--- src/rtl/ldst_pkg.sv ---
`timescale 1ns/1ps
package ldst_pkg;
  localparam int CLS_W = 3;
  localparam int NSTG  = 4;
  localparam int S_RD  = 0;
  localparam int S_AG  = 1;
  localparam int S_CR  = 2;
  localparam int S_WB  = 3;

  localparam logic [CLS_W-1:0] CLS_LD    = 3'd0;
  localparam logic [CLS_W-1:0] CLS_ST    = 3'd1;
  localparam logic [CLS_W-1:0] CLS_LRES  = 3'd2;
  localparam logic [CLS_W-1:0] CLS_SCOND = 3'd3;
  localparam logic [CLS_W-1:0] CLS_BAR   = 3'd4;

  typedef struct packed {
    logic             vld;
    logic [CLS_W-1:0] cls;
    logic             fp;
  } stg_t;

  function automatic logic cls_atom(input logic [CLS_W-1:0] c);
    return (c == CLS_LRES) || (c == CLS_SCOND);
  endfunction

  // anything that writes a GPR/FPR from memory
  function automatic logic cls_ldlike(input logic [CLS_W-1:0] c);
    return !((c == CLS_ST) || (c == CLS_SCOND) || (c == CLS_BAR));
  endfunction

  function automatic logic cls_needs_opnd(input logic [CLS_W-1:0] c);
    return !((c == CLS_ST) || (c == CLS_BAR));
  endfunction
endpackage

--- src/rtl/ldst_stage_reg.sv ---
`timescale 1ns/1ps
module ldst_stage_reg
  import ldst_pkg::*;
(
  input  logic clk_i,
  input  logic rst_ni,
  input  logic take_i,
  input  logic drop_i,
  input  stg_t d_i,
  output stg_t q_o
);
  always_ff @(posedge clk_i or negedge rst_ni) begin
    if (!rst_ni)     q_o <= '0;
    else if (take_i) q_o <= d_i;
    else if (drop_i) q_o <= '0;
  end
endmodule

--- src/rtl/ldst_wb_ctl.sv ---
`timescale 1ns/1ps
module ldst_wb_ctl
  import ldst_pkg::*;
#(
  parameter int FP_WB_CYC  = 2,
  parameter int INT_WB_CYC = 1
) (
  input  logic clk_i,
  input  logic rst_ni,
  input  logic take_i,
  input  stg_t wb_i,
  input  logic front_busy_i,
  output logic leave_o,
  output logic ld_rdy_o
);
  localparam int DW_W = (FP_WB_CYC > 1) ? $clog2(FP_WB_CYC + 1) : 1;
  localparam logic [DW_W-1:0] FP_LAST  = DW_W'(FP_WB_CYC - 1);
  localparam logic [DW_W-1:0] INT_LAST = DW_W'(INT_WB_CYC - 1);

  logic [DW_W-1:0] dwell_q;
  logic            is_bar, is_fpld;
  logic [DW_W-1:0] last;

  assign is_bar  = (wb_i.cls == CLS_BAR);
  assign is_fpld = (wb_i.cls == CLS_LD) && wb_i.fp;
  assign last    = is_fpld ? FP_LAST : INT_LAST;

  // barrier commits only once the stages behind it are drained
  assign leave_o = wb_i.vld && (is_bar ? !front_busy_i : (dwell_q >= last));

  always_ff @(posedge clk_i or negedge rst_ni) begin
    if (!rst_ni) begin
      dwell_q  <= '0;
      ld_rdy_o <= 1'b0;
    end else begin
      ld_rdy_o <= leave_o && cls_ldlike(wb_i.cls);
      if (take_i)                              dwell_q <= '0;
      else if (wb_i.vld && !leave_o && !is_bar) dwell_q <= dwell_q + 1'b1;
    end
  end
endmodule

--- src/rtl/ldst_hazard.sv ---
`timescale 1ns/1ps
module ldst_hazard
  import ldst_pkg::*;
#(
  parameter int NS = NSTG
) (
  input  logic [NS-1:0] vld_i,
  input  logic [NS-1:0] atom_i,
  input  logic [NS-1:1] bar_i,
  input  logic          sc_rd_i,
  input  logic          opnd_rd_i,
  input  logic          st_ag_i,
  input  logic          wb_leave_i,
  input  logic          opnd_rdy_i,
  input  logic          st_data_rdy_i,
  input  logic          cplx_grant_i,
  input  logic          disp_valid_i,
  input  logic          disp_atom_i,
  input  logic          disp_slot0_i,
  output logic [NS-1:0] adv_o,
  output logic          accept_o,
  output logic          stall_o
);
  logic [NS-1:1] live;
  logic          resv_busy, bar_pend;

  // an entry leaving write-back this cycle no longer counts as in flight
  always_comb begin
    live         = vld_i[NS-1:1];
    live[NS-1]   = vld_i[NS-1] && !wb_leave_i;
    resv_busy    = |(live & atom_i[NS-1:1]);
    bar_pend     = |(live & bar_i);
  end

  always_comb begin
    adv_o        = '0;
    adv_o[S_WB]  = wb_leave_i;
    adv_o[S_CR]  = vld_i[S_CR] && (!vld_i[S_WB] || adv_o[S_WB]);
    adv_o[S_AG]  = vld_i[S_AG] && (!vld_i[S_CR] || adv_o[S_CR]) &&
                   (!st_ag_i || st_data_rdy_i);
    adv_o[S_RD]  = vld_i[S_RD] && (!vld_i[S_AG] || adv_o[S_AG]) &&
                   (!opnd_rd_i || opnd_rdy_i) &&
                   !(atom_i[S_RD] && resv_busy) &&
                   !(sc_rd_i && !cplx_grant_i) &&
                   !bar_pend;
    accept_o     = disp_valid_i && (!disp_atom_i || disp_slot0_i) &&
                   (!vld_i[S_RD] || adv_o[S_RD]);
    stall_o      = disp_valid_i && !accept_o;
  end
endmodule

--- src/rtl/ldst_pipe_ctl.sv ---
`timescale 1ns/1ps
module ldst_pipe_ctl
  import ldst_pkg::*;
#(
  parameter int SLOT_W     = 1,
  parameter int FP_WB_CYC  = 2,
  parameter int INT_WB_CYC = 1
) (
  input  logic              clk_i,
  input  logic              rst_ni,
  input  logic              disp_valid_i,
  input  logic [CLS_W-1:0]  disp_cls_i,
  input  logic [SLOT_W-1:0] disp_slot_i,
  input  logic              disp_fp_i,
  input  logic              opnd_rdy_i,
  input  logic              st_data_rdy_i,
  input  logic              cplx_grant_i,
  output logic [NSTG-1:0]   stage_vld_o,
  output logic              stall_o,
  output logic              ld_rdy_o
);
  stg_t            stg_q [NSTG];
  stg_t            stg_d [NSTG];
  logic [NSTG-1:0] take, drop, adv;
  logic [NSTG-1:0] is_atom_v, is_bar_v;
  logic            accept, wb_leave, front_busy;
  logic            sc_rd, opnd_rd, st_ag;

  for (genvar i = 0; i < NSTG; i++) begin : g_stg
    if (i == S_RD) begin : g_head
      assign stg_d[i] = '{vld: 1'b1, cls: disp_cls_i, fp: disp_fp_i};
      assign take[i]  = accept;
    end else begin : g_body
      assign stg_d[i] = stg_q[i-1];
      assign take[i]  = adv[i-1];
    end
    assign drop[i] = adv[i];

    ldst_stage_reg u_reg (
      .clk_i  (clk_i),
      .rst_ni (rst_ni),
      .take_i (take[i]),
      .drop_i (drop[i]),
      .d_i    (stg_d[i]),
      .q_o    (stg_q[i])
    );

    assign stage_vld_o[i] = stg_q[i].vld;
    assign is_atom_v[i]   = cls_atom(stg_q[i].cls);
    assign is_bar_v[i]    = (stg_q[i].cls == CLS_BAR);
  end

  assign sc_rd      = (stg_q[S_RD].cls == CLS_SCOND);
  assign opnd_rd    = cls_needs_opnd(stg_q[S_RD].cls);
  assign st_ag      = (stg_q[S_AG].cls == CLS_ST);
  assign front_busy = stg_q[S_AG].vld || stg_q[S_CR].vld;

  ldst_wb_ctl #(
    .FP_WB_CYC  (FP_WB_CYC),
    .INT_WB_CYC (INT_WB_CYC)
  ) u_wb (
    .clk_i        (clk_i),
    .rst_ni       (rst_ni),
    .take_i       (take[S_WB]),
    .wb_i         (stg_q[S_WB]),
    .front_busy_i (front_busy),
    .leave_o      (wb_leave),
    .ld_rdy_o     (ld_rdy_o)
  );

  ldst_hazard #(.NS(NSTG)) u_haz (
    .vld_i         (stage_vld_o),
    .atom_i        (is_atom_v),
    .bar_i         (is_bar_v[NSTG-1:1]),
    .sc_rd_i       (sc_rd),
    .opnd_rd_i     (opnd_rd),
    .st_ag_i       (st_ag),
    .wb_leave_i    (wb_leave),
    .opnd_rdy_i    (opnd_rdy_i),
    .st_data_rdy_i (st_data_rdy_i),
    .cplx_grant_i  (cplx_grant_i),
    .disp_valid_i  (disp_valid_i),
    .disp_atom_i   (cls_atom(disp_cls_i)),
    .disp_slot0_i  (disp_slot_i == '0),
    .adv_o         (adv),
    .accept_o      (accept),
    .stall_o       (stall_o)
  );
endmodule

--- config.mk ---
export PLATFORM = sky130hd
export DESIGN_NAME = ldst_pipe_ctl
export DESIGN_NICKNAME = d
export VERILOG_FILES = /design/src/rtl/ldst_pkg.sv /design/src/rtl/ldst_stage_reg.sv /design/src/rtl/ldst_wb_ctl.sv /design/src/rtl/ldst_hazard.sv /design/src/rtl/ldst_pipe_ctl.sv
export SDC_FILE = /design/constraint.sdc
export NUM_CORES = 1
export LEC_CHECK = 0
export BUFFER_PORTS_ARGS = -buffer_cell sky130_fd_sc_hd__buf_2
export CORE_ASPECT_RATIO = 0.9
export CORE_MARGIN = 5
export CORE_UTILIZATION = 40
export CTS_CLUSTER_DIAMETER = 60
export DETAILED_ROUTE_END_ITERATION = 16
export GPL_ROUTABILITY_DRIVEN = 1
export PLACE_DENSITY_LB_ADDON = 0.1
export SLEW_MARGIN = 20
export SYNTH_ARGS = -nofsm -noshare
export SYNTH_HDL_FRONTEND = slang
export SYNTH_SLANG_ARGS = --single-unit
--- constraint.sdc ---
create_clock -name clk_i -period 5.54 [get_ports clk_i]
set_clock_uncertainty 0.2 [all_clocks]
set_input_delay 0.277 -clock clk_i [delete_from_list [all_inputs] [get_ports clk_i]]
set_output_delay 0.277 -clock clk_i [all_outputs]
set_load 0.005 [all_outputs]
==> results.md, run 1 <==
* Vias at about 970
* Synth top cells by count: dfrtp_1 (23), nand2_1 (12), o21ai_0 (11)
* Min-delay src: st_data_rdy_i
* Hold path cells at 3
* CP Cell Sequence: nor4b_1 > ha_1 > or3b_2 > a21o_1 > nand2b_2 > and2_4 > o21ai_1 > a21boi_0 > buf_2
* Rows at 19
* Setup CP Type: reg2out
* Part of the Yosys area used for sequential elements at 46.1%
* Flop-to-flop setup slack at around 2600 ps
* Sink Count at 23
* GP Congestion at ~0.8
* Slowest-stage cell, CP: or3b_2
* Routed WL at about 2.6 mm
* Outcome: completed
* Reg2reg path depth at 8
* Gr usage total at ~13%
* Type of origin of the critical path: flop
* Max Cap Viol at 0
* Ys flop type: dfrtp_1
* Seq. cell area at 576 um^2
* Pwr Total at approximately 0.00072 W
* Worst EP arrival at approximately 2900 ps
* Synth top area cells: dfrtp_1 (46%), a32o_1 (6.4%), o21ai_0 (4.4%)
* Post-synth EDFFs at 0
* Tcrit/Tclk final at between 60% and 70%
* Worst-Skew Late Latency at approximately 310 ps
* Routed length per instance at ~15 um
* TritonCTS clock tree: done
* Async S/R FF share, synth at 100%
* Initial antenna violation count at 0
* Crit Path Max Fanout at 6
* Reg-to-Reg Start: g_stg[3].u_reg.q_o[2]$_DFFE_PN0P_
* CP max stage delay at a little under 500 ps
* Critical Path RT at 5060 ps
* Syn_nets at approximately 130
* Leakage power at 0.576 nW
* Number of buffers added on ports at 16
* Endpoints failing hold at 0
* Pins Over Slew Limit at 0
* Largest net degree at the start of global routing at 24
* Setup violators final at 0
* Dpl hpwl at slightly below 2 mm
* Die Ht at 63.0 um
* HP Class: in2reg
* Post-Syn Instances at 122
* Ys Warns at 0
* FMAX at around 0.30 GHz
* Chip Width at between 60 and 70 um
* Post-synthesis cell type count at 42
* # DRC at 0
* ANT cells at 0
* Total Nets Final at around 150
* Clock Pin Slew Worst Setup and Hold Paths at 120 ps
* Post-Syn Area at 1250 um^2
* Final ANT Viol Nets at 0
* Power per cell area at 527 nW/um^2
* VDD IR max at about 0.28 mV
* Drt first pass iters at 4
* Gr ovfl total at 0
* Share of cells above drive strength 1 at 20.1%
* Vias per cell at about 5.5
* Min Tclk post-route at approximately 3400 ps
* First-pass GRT wire length at between 4 and 5 mm
* CTS root buf: clkbuf_4
* Yosys top cell by area: dfrtp_1
* Syn avg cell area at 10.2 um^2
* Top Ports at 17
* Vias in the first global route at 911
* Slew @ Worst Pin at between 500 and 600 ps
* Area of the die at 4340 um^2
* Top cell type's share of synthesized area at around 46%
* CTS HTree Levels at 1
* Critical Path Sink Type: output pin
* Setup_tns at 0 ps
* RSZ-0062 raised after global routing: no
* Most frequent cell after synthesis: dfrtp_1
* # fillers at 292
* Multi-input gate area at 593 um^2
* Number of synthesized register bits at 23
* Initial drt markers at 51
* Critical R2R Capture: g_stg[1].u_reg.q_o[2]$_DFFE_PN0P_
* Hold EP: g_stg[2].u_reg.q_o[4]$_DFFE_PN0P_
* Clock Path Buffers at 2
* P&R area growth vs syn at 8.92%
* Slew HR at about 66%
* Starting density of the core at 41.4%
* CTS buffer count at 3
* Core ar. at 3020 um^2
## stage by stage
| step | cells | setup slack, ps | utilization [%] | hold WS (ps) | cell area (um^2) |
|---|---|---|---|---|---|
| CTS | 176 | 2200 | 45.0 | 55.4 | 1360 |
| floorplan | 122 | 2880 | - | -219 | 1250 |
| global placement | 171 | 2690 | 43.8 | 70.3 | 1320 |
| global route | 176 | 2010 | 45.0 | 62.6 | 1360 |
| detailed placement | 171 | 2590 | 43.8 | 77.5 | 1320 |
| finish | 176 | 2190 | 45.0 | 78.5 | 1360 |
## worst max-delay path: cells and delay by family, from the launching register on
kind / cells / cell delay [ps]
simple gates: 4 / 1110
fa+ha+maj: 1 / 290
flops: 1 / 430
buf+inv: 1 / 140
compound gates: 3 / 600
## cells in the final DEF, fill, tap and decap left out, types with 2 or more instances in the layout
| master | Yosys | layout |
|---|---|---|
| a21oi_1 | 4 | 4 |
| a22oi_1 | 2 | 2 |
| mux2_4 | 2 | 2 |
| dfrtp_1 | 23 | 23 |
| nor4b_1 | 2 | 2 |
| nor2_1 | 4 | 4 |
| nand2_1 | 12 | 12 |
| a21boi_0 | 4 | 4 |
| o21ai_0 | 11 | 11 |
| clkbuf_4 | 0 | 3 |
| o211ai_1 | 2 | 2 |
| buf_2 | 1 | 16 |
| o21ai_1 | 2 | 2 |
| nand2b_1 | 3 | 3 |
| inv_1 | 6 | 6 |
| a32o_1 | 8 | 8 |
| nand3_1 | 2 | 2 |
| and2_1 | 4 | 4 |
## timing repair
| item | in CTS | in global routing |
|---|---|---|
| endpoints found under the hold margin | 23 | 0 |
| hold buffers | 1 | 0 |
| resized for setup | 0 | 0 |
| setup buffers | 0 | 0 |
## registers in the layout, indices dropped and copies added, names as in the netlist
signal and flops:
u_wb.ld_rdy_o 1, g_stg.u_reg.q_o 20, u_wb.dwell_q 2
## layout make-up
type,instances,share of cell area [%]
multi-input combinational,84,43.6
sequential,23,42.3
timing repair buffer,17,6.62
tap,42,3.86
clock buffer,4,1.93
inverter,6,1.66
## cell families after synthesis
kind of cell               after synthesis  synth area share (%)
and+or+nand+nor                         36                  16.1
buffers and inverters                   15                  6.41
adders and majority gates                1                  1.00
AOI/OAI and AO/OA                       44                  27.2
DFF                                     23                  46.1
muxes                                    3                  3.21
## worst max path at each step
stage | slack, ps | startpoint | endpoint | cells past startpoint
2_1_floorplan | 2880 | g_stg[3].u_reg.q_o[2]$_DFFE_PN0P_ | g_stg[1].u_reg.q_o[2]$_DFFE_PN0P_ | 9
3_3_place_gp | 2690 | g_stg[3].u_reg.q_o[2]$_DFFE_PN0P_ | stall_o | 9
3_5_place_dp | 2590 | g_stg[3].u_reg.q_o[2]$_DFFE_PN0P_ | stall_o | 9
4_1_cts | 2200 | g_stg[3].u_reg.q_o[2]$_DFFE_PN0P_ | stall_o | 9
5_1_grt | 2010 | g_stg[3].u_reg.q_o[2]$_DFFE_PN0P_ | stall_o | 9
6_report | 2190 | g_stg[3].u_reg.q_o[2]$_DFFE_PN0P_ | stall_o | 9
## layer usage
| metal | part of all wire [%] | global-route usage (%) | vias to the layer above |
|---|---|---|---|
| met1 | 53 | 20.6 | 470 |
| met5 | 0 | 0 | - |
| met3 | 4.0 | 4.32 | 4 |
| met2 | 42 | 17.7 | 18 |
| li1 | - | - | 473 |
| met4 | 1.1 | 4.38 | 0 |
## where the power goes
part / switching [W] / leakage [nW] / internal (W)
Sequential: 0.000104 / 0.299 / 0.000234
Clock: 0.0000467 / 0.0150 / 0.0000281
Combinational: 0.000161 / 0.262 / 0.000142
Total: 0.000312 / 0.576 / 0.000405
Power figures use the tool's default switching activity.
==> run 2, diff against run 1 <==
==> constraint.sdc (replaced) <==
create_clock -name clk_i -period 2.7 [get_ports clk_i]
set_clock_uncertainty 0.2 [all_clocks]
set_input_delay 0.135 -clock clk_i [delete_from_list [all_inputs] [get_ports clk_i]]
set_output_delay 0.135 -clock clk_i [all_outputs]
set_load 0.005 [all_outputs]
==> run 2 against run 1 <==
The flow now finishes with violations (setup timing). Sequential share of layout area is 5.1 points lower. Flip-flop and latch count stayed put. Combinational power grew to 2.8 times the previous value. Worst hold slack worse by 68 ps. Core utilization is 6.1 points higher. Wire length is 11% higher. Via count is 6.4% higher. Global-route usage is 1.7 points higher. Sequential power is 99% higher. Non-clock buffer count is 19 higher. Critical endpoint unchanged. Largest cell class unchanged.
==> results.md, run 2 (synthesis gave the netlist of run 1 again) <==
* Min-delay src: disp_valid_i
* Failing checks: setup timing
* Slowest-stage cell, CP: dfrtp_1
* Seq. cell area at 576 um^2 (unchanged)
* Number of buffers added on ports at 16 (unchanged)
* Setup WS post-layout at -17.7 ps (-2210 ps)
* Setup violators final at 1 (+1)
* Share of cells above drive strength 1 at 28.8% (+8.6 points)
* Slew @ Worst Pin at 541 ps (+31.2 ps)
* Most frequent cells in the layout: dfrtp_1 (23), buf_2 (16), buf_4 (14)
* Gr usage total at 15.2% (+1.7 points)
* CP startpoint: g_stg[3].u_reg.q_o[3]$_DFFE_PN0P_
* Gr ovfl total at 0 (unchanged)
* P_int at 0.000983 W (+140%)
* Final hold slack at 10.6 ps (-67.9 ps)
* Total Nets Final at 166 (+13%)
* VDD IR max at 0.589 mV (+110%)
* Multi-input gate area at 623 um^2 (+5.1%)
* Outcome: complete, but fails checks
* Pwr Total at 0.00169 W (+140%)
* Worst-Skew Late Latency at 310 ps (about the same)
* Starting density of the core at 41.4% (unchanged)
* Min Tclk post-route at about 2700 ps
* RSZ-0062 raised after global routing: yes
* CP delay by family, top: simple AND/OR/NAND/NOR gates
* Top Ports at 17 (unchanged)
* Critical Path RT at 2370 ps (-2690 ps)
* Endpoints failing hold at 0 (unchanged)
* Slew HR at 63.8% (-2.1 points)
* Area of the die at 4340 um^2 (unchanged)
* CP Cell Sequence: nor4b_2 > ha_1 > or3b_4 > a21o_1 > nand2b_4 > and2_4 > o21ai_4 > a21boi_1 > buf_2
* Critical Path Sink Type: output pin
* ANT cells at 0 (unchanged)
* Max Cap Viol at 0 (unchanged)
* Flop-to-flop setup slack at 110 ps (-2450 ps)
* Clock Path Buffers at 2 (unchanged)
* Initial antenna violation count at 0 (unchanged)
* Tcrit/Tclk final at 101%
* CTS buffer count at 3 (unchanged)
* Drt first pass iters at 4 (unchanged)
* CTS root buf: clkbuf_4
* Reg-to-Reg Start: g_stg[3].u_reg.q_o[3]$_DFFE_PN0P_
* Final ANT Viol Nets at 0 (unchanged)
* HP Class: in2reg
* Comb power frac at 50.8% (+8.4 points)
* # DRC at 0 (unchanged)
* TritonCTS clock tree: done
* Sw frac at 41.8% (-1.8 points)
* Most flops, register: g_stg.u_reg.q_o
* First-pass GRT wire length at 4.95 mm (+13%)
* Setup CP Type: reg2out
* Vias in the first global route at 1035 (+14%)
* Rows at 19 (unchanged)
* Worst EP arrival at 2380 ps (-500 ps)
* Leakage power at 0.678 nW (+18%)
* Sequential share of power at 39.9% (-7.3 points)
* Pins Over Slew Limit at 0 (unchanged)
* Power per cell area at 1090 nW/um^2 (+110%)
* Clk pwr share at 9.3% (-1.1 points)
* Commonest non-fill, non-tap cell in the layout: dfrtp_1
* Switch Pwr at 0.000705 W (+130%)
* Biggest regs: g_stg.u_reg.q_o (20), u_wb.dwell_q (2), u_wb.ld_rdy_o (1)
* P&R area growth vs syn at 23.7%
* # fillers at 300 (+2.7%)
* Core Util, Final at 51.2% (+6.1 points)
* Die Ht at 63.0 um (unchanged)
* Setup_tns at -17.7 ps (-17.7 ps)
* Chip Width at 68.9 um (unchanged)
* Sink Count at 23 (unchanged)
* CTS HTree Levels at 1 (unchanged)
* Crit Path Max Fanout at 3 (-3)
* Flip-flop count of the largest register after layout at 20 (unchanged)
* CP max stage delay at 410 ps (-80 ps)
* Routed WL at 2.93 mm (+11%)
* Vias per cell at 5.27 (-3.9%)
* Worst Path Buf+Inv at 1 (unchanged)
* Type of origin of the critical path: flop
* Core ar. at 3020 um^2 (unchanged)
* Clock Pin Slew Worst Setup and Hold Paths at 120 ps (about the same)
* Vias at 1027 (+6.4%)
* GP Congestion at 0.824 (+3.2%)
* Largest net degree at the start of global routing at 24 (unchanged)
* Initial drt markers at 61 (+20%)
* FMAX at 0.368 GHz
* Routed length per instance at 15.0 um (-0.16%)
* Dpl hpwl at 2.19 mm (+10%)
run 2: worst paths after layout:
check                                                    end  cells past startpoint
max                                                  stall_o                      9
min                        g_stg[0].u_reg.q_o[3]$_DFFE_PN0P_                      3
max reg2reg                g_stg[1].u_reg.q_o[2]$_DFFE_PN0P_                      8
min reg2reg                      u_wb.dwell_q[0]$_DFFE_PN0P_                      1
max in group asynchronous  g_stg[0].u_reg.q_o[2]$_DFFE_PN0P_                      2
min in group asynchronous        u_wb.dwell_q[0]$_DFFE_PN0P_                      2
run 2: layer usage:
layer	share of wire (%)	vias to the layer above	global-route usage (%)
met5	0	-	0
met4	1.4	0	3.65
li1	-	511	-
met1	48	491	21.7
met3	4.9	4	4.32
met2	46	21	22.4
run 2: final cells by class:
type                    count  share of cell area [%]
clock buffers               4                    1.70
inverters                   6                    1.46
multi-input cells          84                    40.3
flip-flops and latches     23                    37.2
well taps                  42                    3.40
repair buffers             36                    15.9
run 2: through the flow:
step                      area (um^2)  cells  setup slack (ps)
after floorplan                  1250    122              38.8
after global placement           1410    182              29.4
after detailed placement         1410    182             -28.7
after CTS                        1530    194             -50.0
after global routing             1550    195              -160
final                            1550    195             -17.7
run 2: what timing repair did:
action	in CTS	in global routing
gates resized for setup	6	1
pin swaps	6	1
hold buffers	6	0
endpoints found under the setup margin	7	6
endpoints found under the hold margin	28	0
setup buffers	2	1
run 2: worst min-delay path: cells and delay by family:
kind / cells / cell delay [ps]
compound gates: 1 / 130
buf+inv: 1 / 100
simple gates: 1 / 120
run 2: power by group through the flow:
stage | registers [W] | clock network (W) | logic, W
finish | 0.000673 | 0.000158 | 0.000857
global route | 0.000695 | 0.000185 | 0.000954
CTS | 0.000672 | 0.000163 | 0.000853
detailed placement | 0.000673 | 0 | 0.000769
global placement | 0.000674 | 0 | 0.000760
floorplan | 0.000600 | 0 | 0.000588
==> run 3, diff against run 2 <==
==> constraint.sdc (replaced) <==
create_clock -name clk_i -period 3.35 [get_ports clk_i]
set_clock_uncertainty 0.2 [all_clocks]
set_input_delay 0.1675 -clock clk_i [delete_from_list [all_inputs] [get_ports clk_i]]
set_output_delay 0.1675 -clock clk_i [all_outputs]
set_load 0.005 [all_outputs]
==> run 3 against run 2 <==
The flow now finishes without violations. Worst setup slack improved by 220 ps. Clock power shrank 19%. Worst hold slack improved by 22 ps. Global-route usage down 0.77 points. Die area unchanged. Final area fell by 9.8%. Highest routed layer unchanged. Non-clock buffer count decreased by 16. Combinational power down 40%. Largest cell class unchanged. Total power decreased by 29%. First-iteration DRC count is 26% higher. Critical endpoint unchanged. Register-to-register slack better by 290 ps.
==> results.md, run 3 (synthesis gave the netlist of run 1 again) <==
* Pins Over Slew Limit at 0 (unchanged)
* Final ANT Viol Nets at 0 (unchanged)
* Gr busiest metal: met1
* CTS root buf: clkbuf_4
* Crit Path Max Fanout at 6 (+3)
* P&R area growth vs syn at 11.6%
* Worst Path Buf+Inv at 1 (unchanged)
* Endpoints failing hold at 0 (unchanged)
* Core ar. at 3020 um^2 (unchanged)
* Biggest regs: g_stg.u_reg.q_o (20), u_wb.dwell_q (2), u_wb.ld_rdy_o (1)
* HP Class: in2reg
* Chip Width at 68.9 um (unchanged)
* Post-CTS Repair Setup Buffers at 0 (-2)
* Met3 GRT Util at 4.32% (unchanged)
* Setup WS post-layout at 204 ps (+221 ps)
* Area of the die at 4340 um^2 (unchanged)
* Dpl hpwl at 2.08 mm (-5.0%)
* Type of origin of the critical path: flop
* # fillers at 301 (+0.33%)
* Outcome: completed
* Slew @ Worst Pin at 513 ps (-27.6 ps)
* ANT cells at 0 (unchanged)
* GP Congestion at 0.825 (+0.16%)
* Rows at 19 (unchanged)
* Sink Count at 23 (unchanged)
* RSZ-0062 raised after global routing: no
* First-pass GRT wire length at 4.68 mm (-5.6%)
* Top Ports at 17 (unchanged)
* Critical Path Sink Type: output pin
* CP delay by family, top: simple AND/OR/NAND/NOR gates
* # DRC at 0 (unchanged)
* Starting density of the core at 41.4% (unchanged)
* Slowest-stage cell, CP: or3b_2
* TritonCTS clock tree: done
* CP max stage delay at 500 ps (+90 ps)
* Vias per cell at 5.58 (+5.9%)
* CTS HTree Levels at 1 (unchanged)
* Drt first pass iters at 4 (unchanged)
* Most flops, register: g_stg.u_reg.q_o
* Number of buffers added on ports at 16 (unchanged)
* Max Cap Viol at 0 (unchanged)
* Min Tclk post-route at ~3100 ps
* Initial antenna violation count at 0 (unchanged)
* Setup_tns at 0 ps (+17.7 ps)
* Slew HR at 65.7% (+1.8 points)
* Final hold slack at 32.3 ps (+21.7 ps)
* Routed length per instance at 15.5 um (+3.4%)
* Tcrit/Tclk final at between 90% and 100%
* Routed WL at 2.78 mm (-5.1%)
* Pre-CTS setup slack at 438 ps (+467 ps)
* Met1 usage at 21.6% (-0.13 points)
* Gr usage total at 14.4% (-0.77 points)
* Share of cells above drive strength 1 at 20.4% (-8.3 points)
* CTS buffer count at 3 (unchanged)
* Largest net degree at the start of global routing at 24 (unchanged)
* Gr ovfl total at 0 (unchanged)
* Clock Pin Slew Worst Setup and Hold Paths at 120 ps (about the same)
* Setup violators final at 0 (-1)
* Clock Path Buffers at 2 (unchanged)
* Worst-Skew Late Latency at 310 ps (about the same)
* Setup CP Type: reg2out
* CP Cell Sequence: nor4b_1 > ha_1 > or3b_2 > nor3_1 > o21ai_1 > o211ai_2 > o21ai_2 > a21boi_0 > buf_2
* Commonest non-fill, non-tap cell in the layout: dfrtp_1
* Total Nets Final at 150 (-9.6%)
* Power per cell area at 865 nW/um^2 (-21%)
* Critical Path RT at 2980 ps (+610 ps)
* Met2 Use GR at 20.0% (-2.4 points)
* Die Ht at 63.0 um (unchanged)
* FMAX at roughly 0.32 GHz
* Most frequent cells in the layout: dfrtp_1 (23), buf_2 (16), nand2_1 (12)
* Initial drt markers at 77 (+26%)
* Vias in the first global route at 970 (-6.3%)
* VDD IR max at 0.471 mV (-20%)
* Leakage power at 0.589 nW (-13%)
* Worst EP arrival at 2780 ps (+400 ps)
* Vias at 998 (-2.8%)
* Flip-flop count of the largest register after layout at 20 (unchanged)
-- run 3: metal layers --
| metal | vias to the layer above | part of all wire [%] | wire [um] |
|---|---|---|---|
| met4 | 0 | 0.61 | 17 |
| met1 | 492 | 49 | 1370 |
| met5 | - | 0 | 0 |
| li1 | 477 | - | - |
| met3 | 2 | 5.4 | 150 |
| met2 | 27 | 45 | 1240 |
-- run 3: where the power goes --
| part | total [W] | switching, W | internal [W] |
|---|---|---|---|
| logic | 0.000515 | 0.000273 | 0.000242 |
| registers | 0.000563 | 0.000176 | 0.000387 |
| clock network | 0.000128 | 0.0000812 | 0.0000466 |
| total | 0.00121 | 0.000530 | 0.000676 |
-- run 3: path summary, 6_finish.rpt --
| check | slack [ps] | depth (start not counted) | start | endpoint |
|---|---|---|---|---|
| worst min-delay path | 30 | 3 | disp_cls_i[1] | g_stg[0].u_reg.q_o[2]$_DFFE_PN0P_ |
| worst max register to register | 400 | 8 | g_stg[3].u_reg.q_o[3]$_DFFE_PN0P_ | g_stg[1].u_reg.q_o[3]$_DFFE_PN0P_ |
| min in group asynchronous | 140 | 2 | rst_ni | g_stg[0].u_reg.q_o[2]$_DFFE_PN0P_ |
| max in group asynchronous | 2460 | 2 | rst_ni | g_stg[2].u_reg.q_o[2]$_DFFE_PN0P_ |
| worst min register to register | 300 | 1 | u_wb.dwell_q[0]$_DFFE_PN0P_ | u_wb.dwell_q[0]$_DFFE_PN0P_ |
| worst max-delay path | 200 | 9 | g_stg[3].u_reg.q_o[3]$_DFFE_PN0P_ | stall_o |
-- run 3: cell type report --
type	count	area (um^2)	area share, %
Clock buffer	4	26.3	1.89
Inverter	6	22.5	1.62
Multi-Input combinational cell	84	597	42.8
Sequential cell	23	576	41.3
Tap cell	42	52.6	3.77
Timing Repair Buffer	20	120	8.62
-- run 3: what timing repair did --
item                                    in CTS  in global routing
resized for setup                            0                  1
hold buffers                                 4                  0
hold endpoints to repair                    26                  0
endpoints found under the setup margin       0                  1
-- run 3: stage by stage --
step | instance area, um^2 | power [W] | util [%] | cells
finish | 1390 | 0.00121 | 46.2 | 179
CTS | 1390 | 0.00120 | 46.0 | 179
floorplan | 1250 | 0.000957 | - | 122
global placement | 1320 | 0.00107 | 43.8 | 171
detailed placement | 1320 | 0.00107 | 43.8 | 171
global route | 1390 | 0.00131 | 46.2 | 179
-- run 3: worst min-delay path, cell delays in order --
cell and delay (ps):
buf_2 90, and2_1 120, a32o_1 130
